<file path="src/rtl/instrSeqPkg.sv">
package instrSeqPkg;
  localparam int unsigned DATA_W = 8;
  localparam int unsigned ADDR_W = 2 * DATA_W;

  localparam logic [DATA_W-1:0] OP_NOP  = 8'h00;
  localparam logic [DATA_W-1:0] OP_JUMP = 8'hC3;
  localparam logic [DATA_W-1:0] OP_LDHL = 8'h7E;
  localparam logic [DATA_W-1:0] OP_POP  = 8'hE1;

  typedef enum logic [1:0] {
    SEL_PC  = 2'd0,
    SEL_HL  = 2'd1,
    SEL_SP  = 2'd2,
    SEL_SP1 = 2'd3
  } addrSel_e;

  typedef enum logic [2:0] {
    ST_FETCH = 3'd0,
    ST_JLO   = 3'd1,
    ST_JHI   = 3'd2,
    ST_LDA   = 3'd3,
    ST_POPL  = 3'd4,
    ST_POPH  = 3'd5
  } seqState_e;

  typedef struct packed {
    logic     pcInc;
    logic     pcLoad;
    logic     tmpLoad;
    logic     accLoad;
    logic     lLoad;
    logic     hLoad;
    logic     spStep;
    logic     mcInc;
    addrSel_e addrSel;
  } ctlStrobes_t;
endpackage

</file>
<file path="src/rtl/seqControl.sv">
module seqControl
  import instrSeqPkg::*;
(
  input  logic              clk,
  input  logic              rstN,
  input  logic              busDone,
  input  logic [DATA_W-1:0] busRdata,
  output logic              busReq,
  output logic              busFetch,
  output ctlStrobes_t       ctl
);
  seqState_e stateQ, stateD;
  logic reqOnQ;
  logic doneOk;

  assign doneOk   = busDone & reqOnQ;
  assign busReq   = reqOnQ;
  assign busFetch = (stateQ == ST_FETCH);

  always_comb begin
    ctl       = '0;
    stateD    = stateQ;
    ctl.mcInc = doneOk;
    unique case (stateQ)
      ST_LDA:  ctl.addrSel = SEL_HL;
      ST_POPL: ctl.addrSel = SEL_SP;
      ST_POPH: ctl.addrSel = SEL_SP1;
      default: ctl.addrSel = SEL_PC;
    endcase
    if (doneOk) begin
      unique case (stateQ)
        ST_FETCH: begin
          ctl.pcInc = 1'b1;
          if (busRdata == OP_JUMP)      stateD = ST_JLO;
          else if (busRdata == OP_LDHL) stateD = ST_LDA;
          else if (busRdata == OP_POP)  stateD = ST_POPL;
          else                          stateD = ST_FETCH;
        end
        ST_JLO: begin
          ctl.pcInc   = 1'b1;
          ctl.tmpLoad = 1'b1;
          stateD      = ST_JHI;
        end
        ST_JHI: begin
          ctl.pcLoad = 1'b1;
          stateD     = ST_FETCH;
        end
        ST_LDA: begin
          ctl.accLoad = 1'b1;
          stateD      = ST_FETCH;
        end
        ST_POPL: begin
          ctl.lLoad = 1'b1;
          stateD    = ST_POPH;
        end
        ST_POPH: begin
          ctl.hLoad  = 1'b1;
          ctl.spStep = 1'b1;
          stateD     = ST_FETCH;
        end
        default: stateD = ST_FETCH;
      endcase
    end
  end

  always_ff @(posedge clk) begin
    if (!rstN) begin
      stateQ <= ST_FETCH;
      reqOnQ <= 1'b0;
    end else begin
      stateQ <= stateD;
      reqOnQ <= 1'b1;
    end
  end
endmodule

</file>
<file path="src/rtl/seqDatapath.sv">
module seqDatapath
  import instrSeqPkg::*;
#(
  parameter int unsigned       MC_W    = 16,
  parameter logic [ADDR_W-1:0] SP_INIT = 16'hFFF0
) (
  input  logic              clk,
  input  logic              rstN,
  input  ctlStrobes_t       ctl,
  input  logic [DATA_W-1:0] busRdata,
  output logic [ADDR_W-1:0] busAddr,
  output logic [ADDR_W-1:0] pcOut,
  output logic [ADDR_W-1:0] spOut,
  output logic [ADDR_W-1:0] hlOut,
  output logic [DATA_W-1:0] accOut,
  output logic [MC_W-1:0]   mcCount
);
  logic [ADDR_W-1:0] pcQ, spQ;
  logic [DATA_W-1:0] hQ, lQ, accQ, tmpQ;
  logic [MC_W-1:0]   mcQ;

  always_comb begin
    unique case (ctl.addrSel)
      SEL_HL:  busAddr = {hQ, lQ};
      SEL_SP:  busAddr = spQ;
      SEL_SP1: busAddr = spQ + ADDR_W'(1);
      default: busAddr = pcQ;
    endcase
  end

  always_ff @(posedge clk) begin
    if (!rstN) begin
      pcQ  <= '0;
      spQ  <= SP_INIT;
      hQ   <= '0;
      lQ   <= '0;
      accQ <= '0;
      tmpQ <= '0;
      mcQ  <= '0;
    end else begin
      if (ctl.pcLoad)      pcQ <= {busRdata, tmpQ};
      else if (ctl.pcInc)  pcQ <= pcQ + ADDR_W'(1);
      if (ctl.tmpLoad)     tmpQ <= busRdata;
      if (ctl.accLoad)     accQ <= busRdata;
      if (ctl.lLoad)       lQ <= busRdata;
      if (ctl.hLoad)       hQ <= busRdata;
      if (ctl.spStep)      spQ <= spQ + ADDR_W'(2);
      if (ctl.mcInc)       mcQ <= mcQ + MC_W'(1);
    end
  end

  assign pcOut   = pcQ;
  assign spOut   = spQ;
  assign hlOut   = {hQ, lQ};
  assign accOut  = accQ;
  assign mcCount = mcQ;
endmodule

</file>
<file path="src/rtl/instrSequencer.sv">
module instrSequencer
  import instrSeqPkg::*;
#(
  parameter int unsigned       MC_W    = 16,
  parameter logic [ADDR_W-1:0] SP_INIT = 16'hFFF0
) (
  input  logic              clk,
  input  logic              rstN,
  output logic              busReq,
  output logic              busFetch,
  output logic [ADDR_W-1:0] busAddr,
  input  logic              busDone,
  input  logic [DATA_W-1:0] busRdata,
  output logic [ADDR_W-1:0] pcOut,
  output logic [ADDR_W-1:0] spOut,
  output logic [ADDR_W-1:0] hlOut,
  output logic [DATA_W-1:0] accOut,
  output logic [MC_W-1:0]   mcCount
);
  ctlStrobes_t ctl;

  seqControl u_ctrl (
    .clk      (clk),
    .rstN     (rstN),
    .busDone  (busDone),
    .busRdata (busRdata),
    .busReq   (busReq),
    .busFetch (busFetch),
    .ctl      (ctl)
  );

  seqDatapath #(.MC_W(MC_W), .SP_INIT(SP_INIT)) u_dp (
    .clk      (clk),
    .rstN     (rstN),
    .ctl      (ctl),
    .busRdata (busRdata),
    .busAddr  (busAddr),
    .pcOut    (pcOut),
    .spOut    (spOut),
    .hlOut    (hlOut),
    .accOut   (accOut),
    .mcCount  (mcCount)
  );
endmodule

</file>
<file path="config.mk">
export PLATFORM = sky130hd
export DESIGN_NAME = instrSequencer
export DESIGN_NICKNAME = d
export VERILOG_FILES = /design/src/rtl/instrSeqPkg.sv /design/src/rtl/seqControl.sv /design/src/rtl/seqDatapath.sv /design/src/rtl/instrSequencer.sv
export SDC_FILE = /design/constraint.sdc
export NUM_CORES = 1
export LEC_CHECK = 0
export ABC_AREA = 0
export BUFFER_PORTS_ARGS = -buffer_cell sky130_fd_sc_hd__buf_4
export CAP_MARGIN = 20
export CORE_MARGIN = 2
export CORE_UTILIZATION = 30
export DETAILED_ROUTE_END_ITERATION = 8
export SETUP_SLACK_MARGIN = 0.15
export SLEW_MARGIN = 20
export SYNTH_ARGS = -nofsm -noshare
export SYNTH_HDL_FRONTEND = slang
export SYNTH_SLANG_ARGS = --single-unit
</file>
<file path="constraint.sdc">
create_clock -name clk -period 1.9 [get_ports clk]
set_clock_uncertainty 0.05 [all_clocks]
set_input_delay 0.095 -clock clk [delete_from_list [all_inputs] [get_ports clk]]
set_output_delay 0.095 -clock clk [all_outputs]
set_load 0.005 [all_outputs]
</file>
==> out/results.tsv <==
stage	metric	value	unit
floorplan	Core Rows	42	
synth	ys flop type	dfxtp_1	
worst_setup_path	slowest cell delay on critical path	0.36	ns
min_path	Hold Path Stages	1	
worst_setup_path	Worst R2R Setup Slack	0.20	ns
power	Overall Power	3.74	mW
timing	RSZ-0062 raised after global routing	true	
synth	sequential area share after synthesis	41.4	%
route	DRT iter0 DRCs	473	
timing	final hold vios	0	
cts	CTS max path bufs	2	
floorplan	Ports	101	
route	Avg WL per Cell	17.4	µm
synth	syn_nets	509	
floorplan	Die ar.	14300	µm²
floorplan	die span in y	120	µm
cts	clk sinks	83	
floorplan	Initial Util	30.5	%
layout	Area growth syn-to-layout	37.7	%
worst_setup_path	CP max FO	9	
place	routability congestion estimate	0.817	
worst_setup_path	worst path arrival time	1.59	ns
synth	Compound-Gate Fraction of Synth Area	15.7	%
min_path	Worst Hold Launch	rstN	
worst_setup_path	Worst path top cell family by delay	buffers and inverters	
cts	CTS tree	done	
route	vias post-DR	4231	
cts	Hold-fix buffers, CTS	0	
synth	share of async-settable or async-resettable flops after synthesis	0	%
cts	total CTS buffers	9	
synth	simple-gate share of the synthesized area	29.5	%
power	worst vdd ir	0.000396	V
power	Power Density	676	nW/µm²
worst_setup_path	startpoint types	flop	
global_route	largest net degree at the start of global routing	64	
timing	Fmax	0.576	GHz
route	DRT Wirelength	13.6	mm
global_route	first-pass GRT wire length	20.9	mm
synth	Seq cells post-synth	83	
timing	Pins Over Slew Limit	0	
power	leakage power total	2.25	nW
global_route	All-Layer GR Usage	18.5	%
worst_setup_path	critical path data required time	1.75	ns
route	Pre-Repair DR Iteration Count	5	
timing	minimum clock period	1.74	ns
min_path	Worst Hold End	u_ctrl.busReq	
timing	Final setup viols	0	
place	Cell Count Post-Placement	761	
route	Routed Antenna Nets	0	
synth	syn_area_per_cell	8.11	µm²
worst_setup_path	sequence of cells on the critical path	and3b_2 > buf_6 > buf_12 > a22oi_2 > nand2_1 > buf_4	
cts	clock slew at reported path FFs	0.06	ns
run	Max Cap Violations	0	
layout	final net count	616	
floorplan	DIE WIDTH	120	µm
worst_setup_path	Worst Path Buf+Inv	3	
synth	adder-cell share of the synthesized area	0.935	%
global_route	vias in the first global route	3861	
worst_setup_path	reg-to-reg critical path endpoint	u_dp.spOut[15]	
worst_setup_path	CP endpoint kind	primary output	
synth	EDFF count, synth	0	
place	DP HPWL	9.48	mm
synth	XOR/XNOR share of the synthesized area	4.80	%
cts	H-tree level count	3	
synth	Yosys warnings	0	
worst_setup_path	reg2reg path depth	6	
synth	mux cell area share after synthesis	3.31	%
floorplan	Core Box Area	13100	µm²
route	DR DRC count	0	
layout	Inserted Diodes	0	
worst_setup_path	CP max-delay cell	dfxtp_4	
synth	synthesized cell area	4010	µm²
status	outcome	finished clean	
global_route	grt total ovfl	0	
worst_setup_path	Setup CP Type	flop to primary output	
synth	Post-Synthesis Cells	495	
global_route	initial antenna violation count	0	
cts	Root Buffer	clkbuf_16	
route	vias per cell	5.40	
worst_setup_path	critical path depth in cells	6	
synth	post-synthesis cell type count	58	
cts	Worst-Skew Late Latency	0.34	ns
worst_setup_path	reg2reg start	u_ctrl.busReq	
min_path	Hold WC Path Type	primary input to flop	
place	port buffer count	99	
layout	share of cells above drive strength 1	30.5	%
layout	Final Instance Count excl. Fillers	783	
timing	period utilisation layout	91.4	%
synth	largest family of logic cells by synthesized area	simple AND/OR/NAND/NOR gates	
-- synthesized netlist by cell type (5+ instances only) --
cell type,count,area (µm²)
a21oi_1,34,170
a22oi_1,21,158
and3_1,8,50.1
and4_1,5,43.8
buf_2,7,35.0
clkbuf_1,23,86.3
dfxtp_1,83,1660
inv_1,6,22.5
mux2i_1,11,110
nand2_1,88,330
nand3_1,38,190
nand4_1,15,93.8
nor2_1,34,128
nor3_1,10,50.1
nor4_1,8,50.1
o21ai_0,10,50.1
o22ai_1,8,50.1
or3_1,5,31.3
xnor2_1,10,87.6
xor2_1,12,105
-- cell type report --
| cell class | count | area, µm² |
|---|---|---|
| fill | 1342 | 7610 |
| sequential | 83 | 1690 |
| clock buffer | 11 | 243 |
| timing repair buffer | 128 | 1010 |
| clock inverter | 5 | 52.6 |
| inverter | 7 | 26.3 |
| multi-input combinational | 373 | 2280 |
| tap | 176 | 220 |
-- through the flow --
stage / hold WS (ns) / setup TNS, ns / instance area [µm²] / util [%] / setup slack [ns]
global placement: 0.380 / 0 / 5020 / 38.2 / 0.00900
CTS: 0.0186 / 0 / 5420 / 41.2 / 0.152
finish: 0.0328 / 0 / 5530 / 42.1 / 0.163
global route: 0.0302 / 0 / 5530 / 42.1 / 0.106
floorplan: 0.0727 / 0 / 4010 / - / 0.161
detailed placement: 0.380 / -0.000757 / 5020 / 38.2 / -0.000757
-- power by group --
part           internal [mW]  switching [mW]
Clock                   1.05           0.718
Combinational         0.0743           0.139
Sequential              1.74          0.0133
Total                   2.87           0.870
-- sequential cells by signal, indices dropped and copies added (netlist names), 3 cells and up --
signal         flops
u_dp.tmpQ          8
u_dp.hQ            8
u_dp.pcOut        16
u_dp.mcCount      16
u_ctrl.stateQ      3
u_dp.lQ            8
u_dp.accOut        8
u_dp.spOut        15
-- worst max-delay path by stage --
stage | slack [ns] | end | from
5_1_grt | 0.11 | busAddr[3] | u_ctrl.stateQ[2]
3_3_place_gp | 0.009 | u_dp.pcOut[14] | u_dp.pcOut[1]
2_1_floorplan | 0.16 | u_dp.spOut[12] | u_dp.spOut[4]
6_report | 0.16 | busAddr[3] | u_ctrl.stateQ[1]
4_1_cts | 0.15 | busAddr[4] | u_ctrl.stateQ[1]
3_5_place_dp | -0.0008 | u_dp.pcOut[14] | u_dp.pcOut[1]
-- cells by family (layout without fill, tap and decap cells) --
logic type / Yosys count / count (layout)
adder cells (fa/ha/maj): 3 / 3
buffers and inverters: 40 / 151
multiplexers: 13 / 13
AND/OR/NAND/NOR: 237 / 238
AO/OA/AOI/OAI: 96 / 96
flip-flops: 83 / 83
other: 1 / 1
XOR/XNOR: 22 / 22
-- per-layer routing --
layer | vias up | part of all wire (%) | global-route usage, %
li1 | 2010 | - | -
met2 | 175 | 47 | 29.6
met4 | 0 | 1.5 | 5.96
met5 | - | 0 | 0
met1 | 2030 | 44 | 24.7
met3 | 16 | 7.9 | 4.28
-- layout by cell type, fill, tap and decap left out, drive strengths merged, types with 4 or more instances in the layout --
cell type  netlist  layout
nand2b           4       4
and4             5       5
nor2            34      34
o21ai           10      10
a211o            4       4
xnor2           10      10
nor3            10      10
nand3           39      39
nand4           15      15
a21oi           34      34
buf             10     127
clkbuf          23      11
a22oi           21      21
o22ai            8       8
nand2           89      89
dfxtp           83      83
xor2            12      12
inv              7       7
mux2i           11      11
and3             8       8
nor4             8       8
or3              7       8
-- repair_timing --
action / 4_1_cts / 5_1_grt
pin swaps: 1 / 4
setup buffers: 3 / 2
gates cloned: 0 / 1
endpoints found under the setup margin: 20 / 26
gates resized for setup: 21 / 25
No activity file was read; power rests on OpenSTA's default activity.
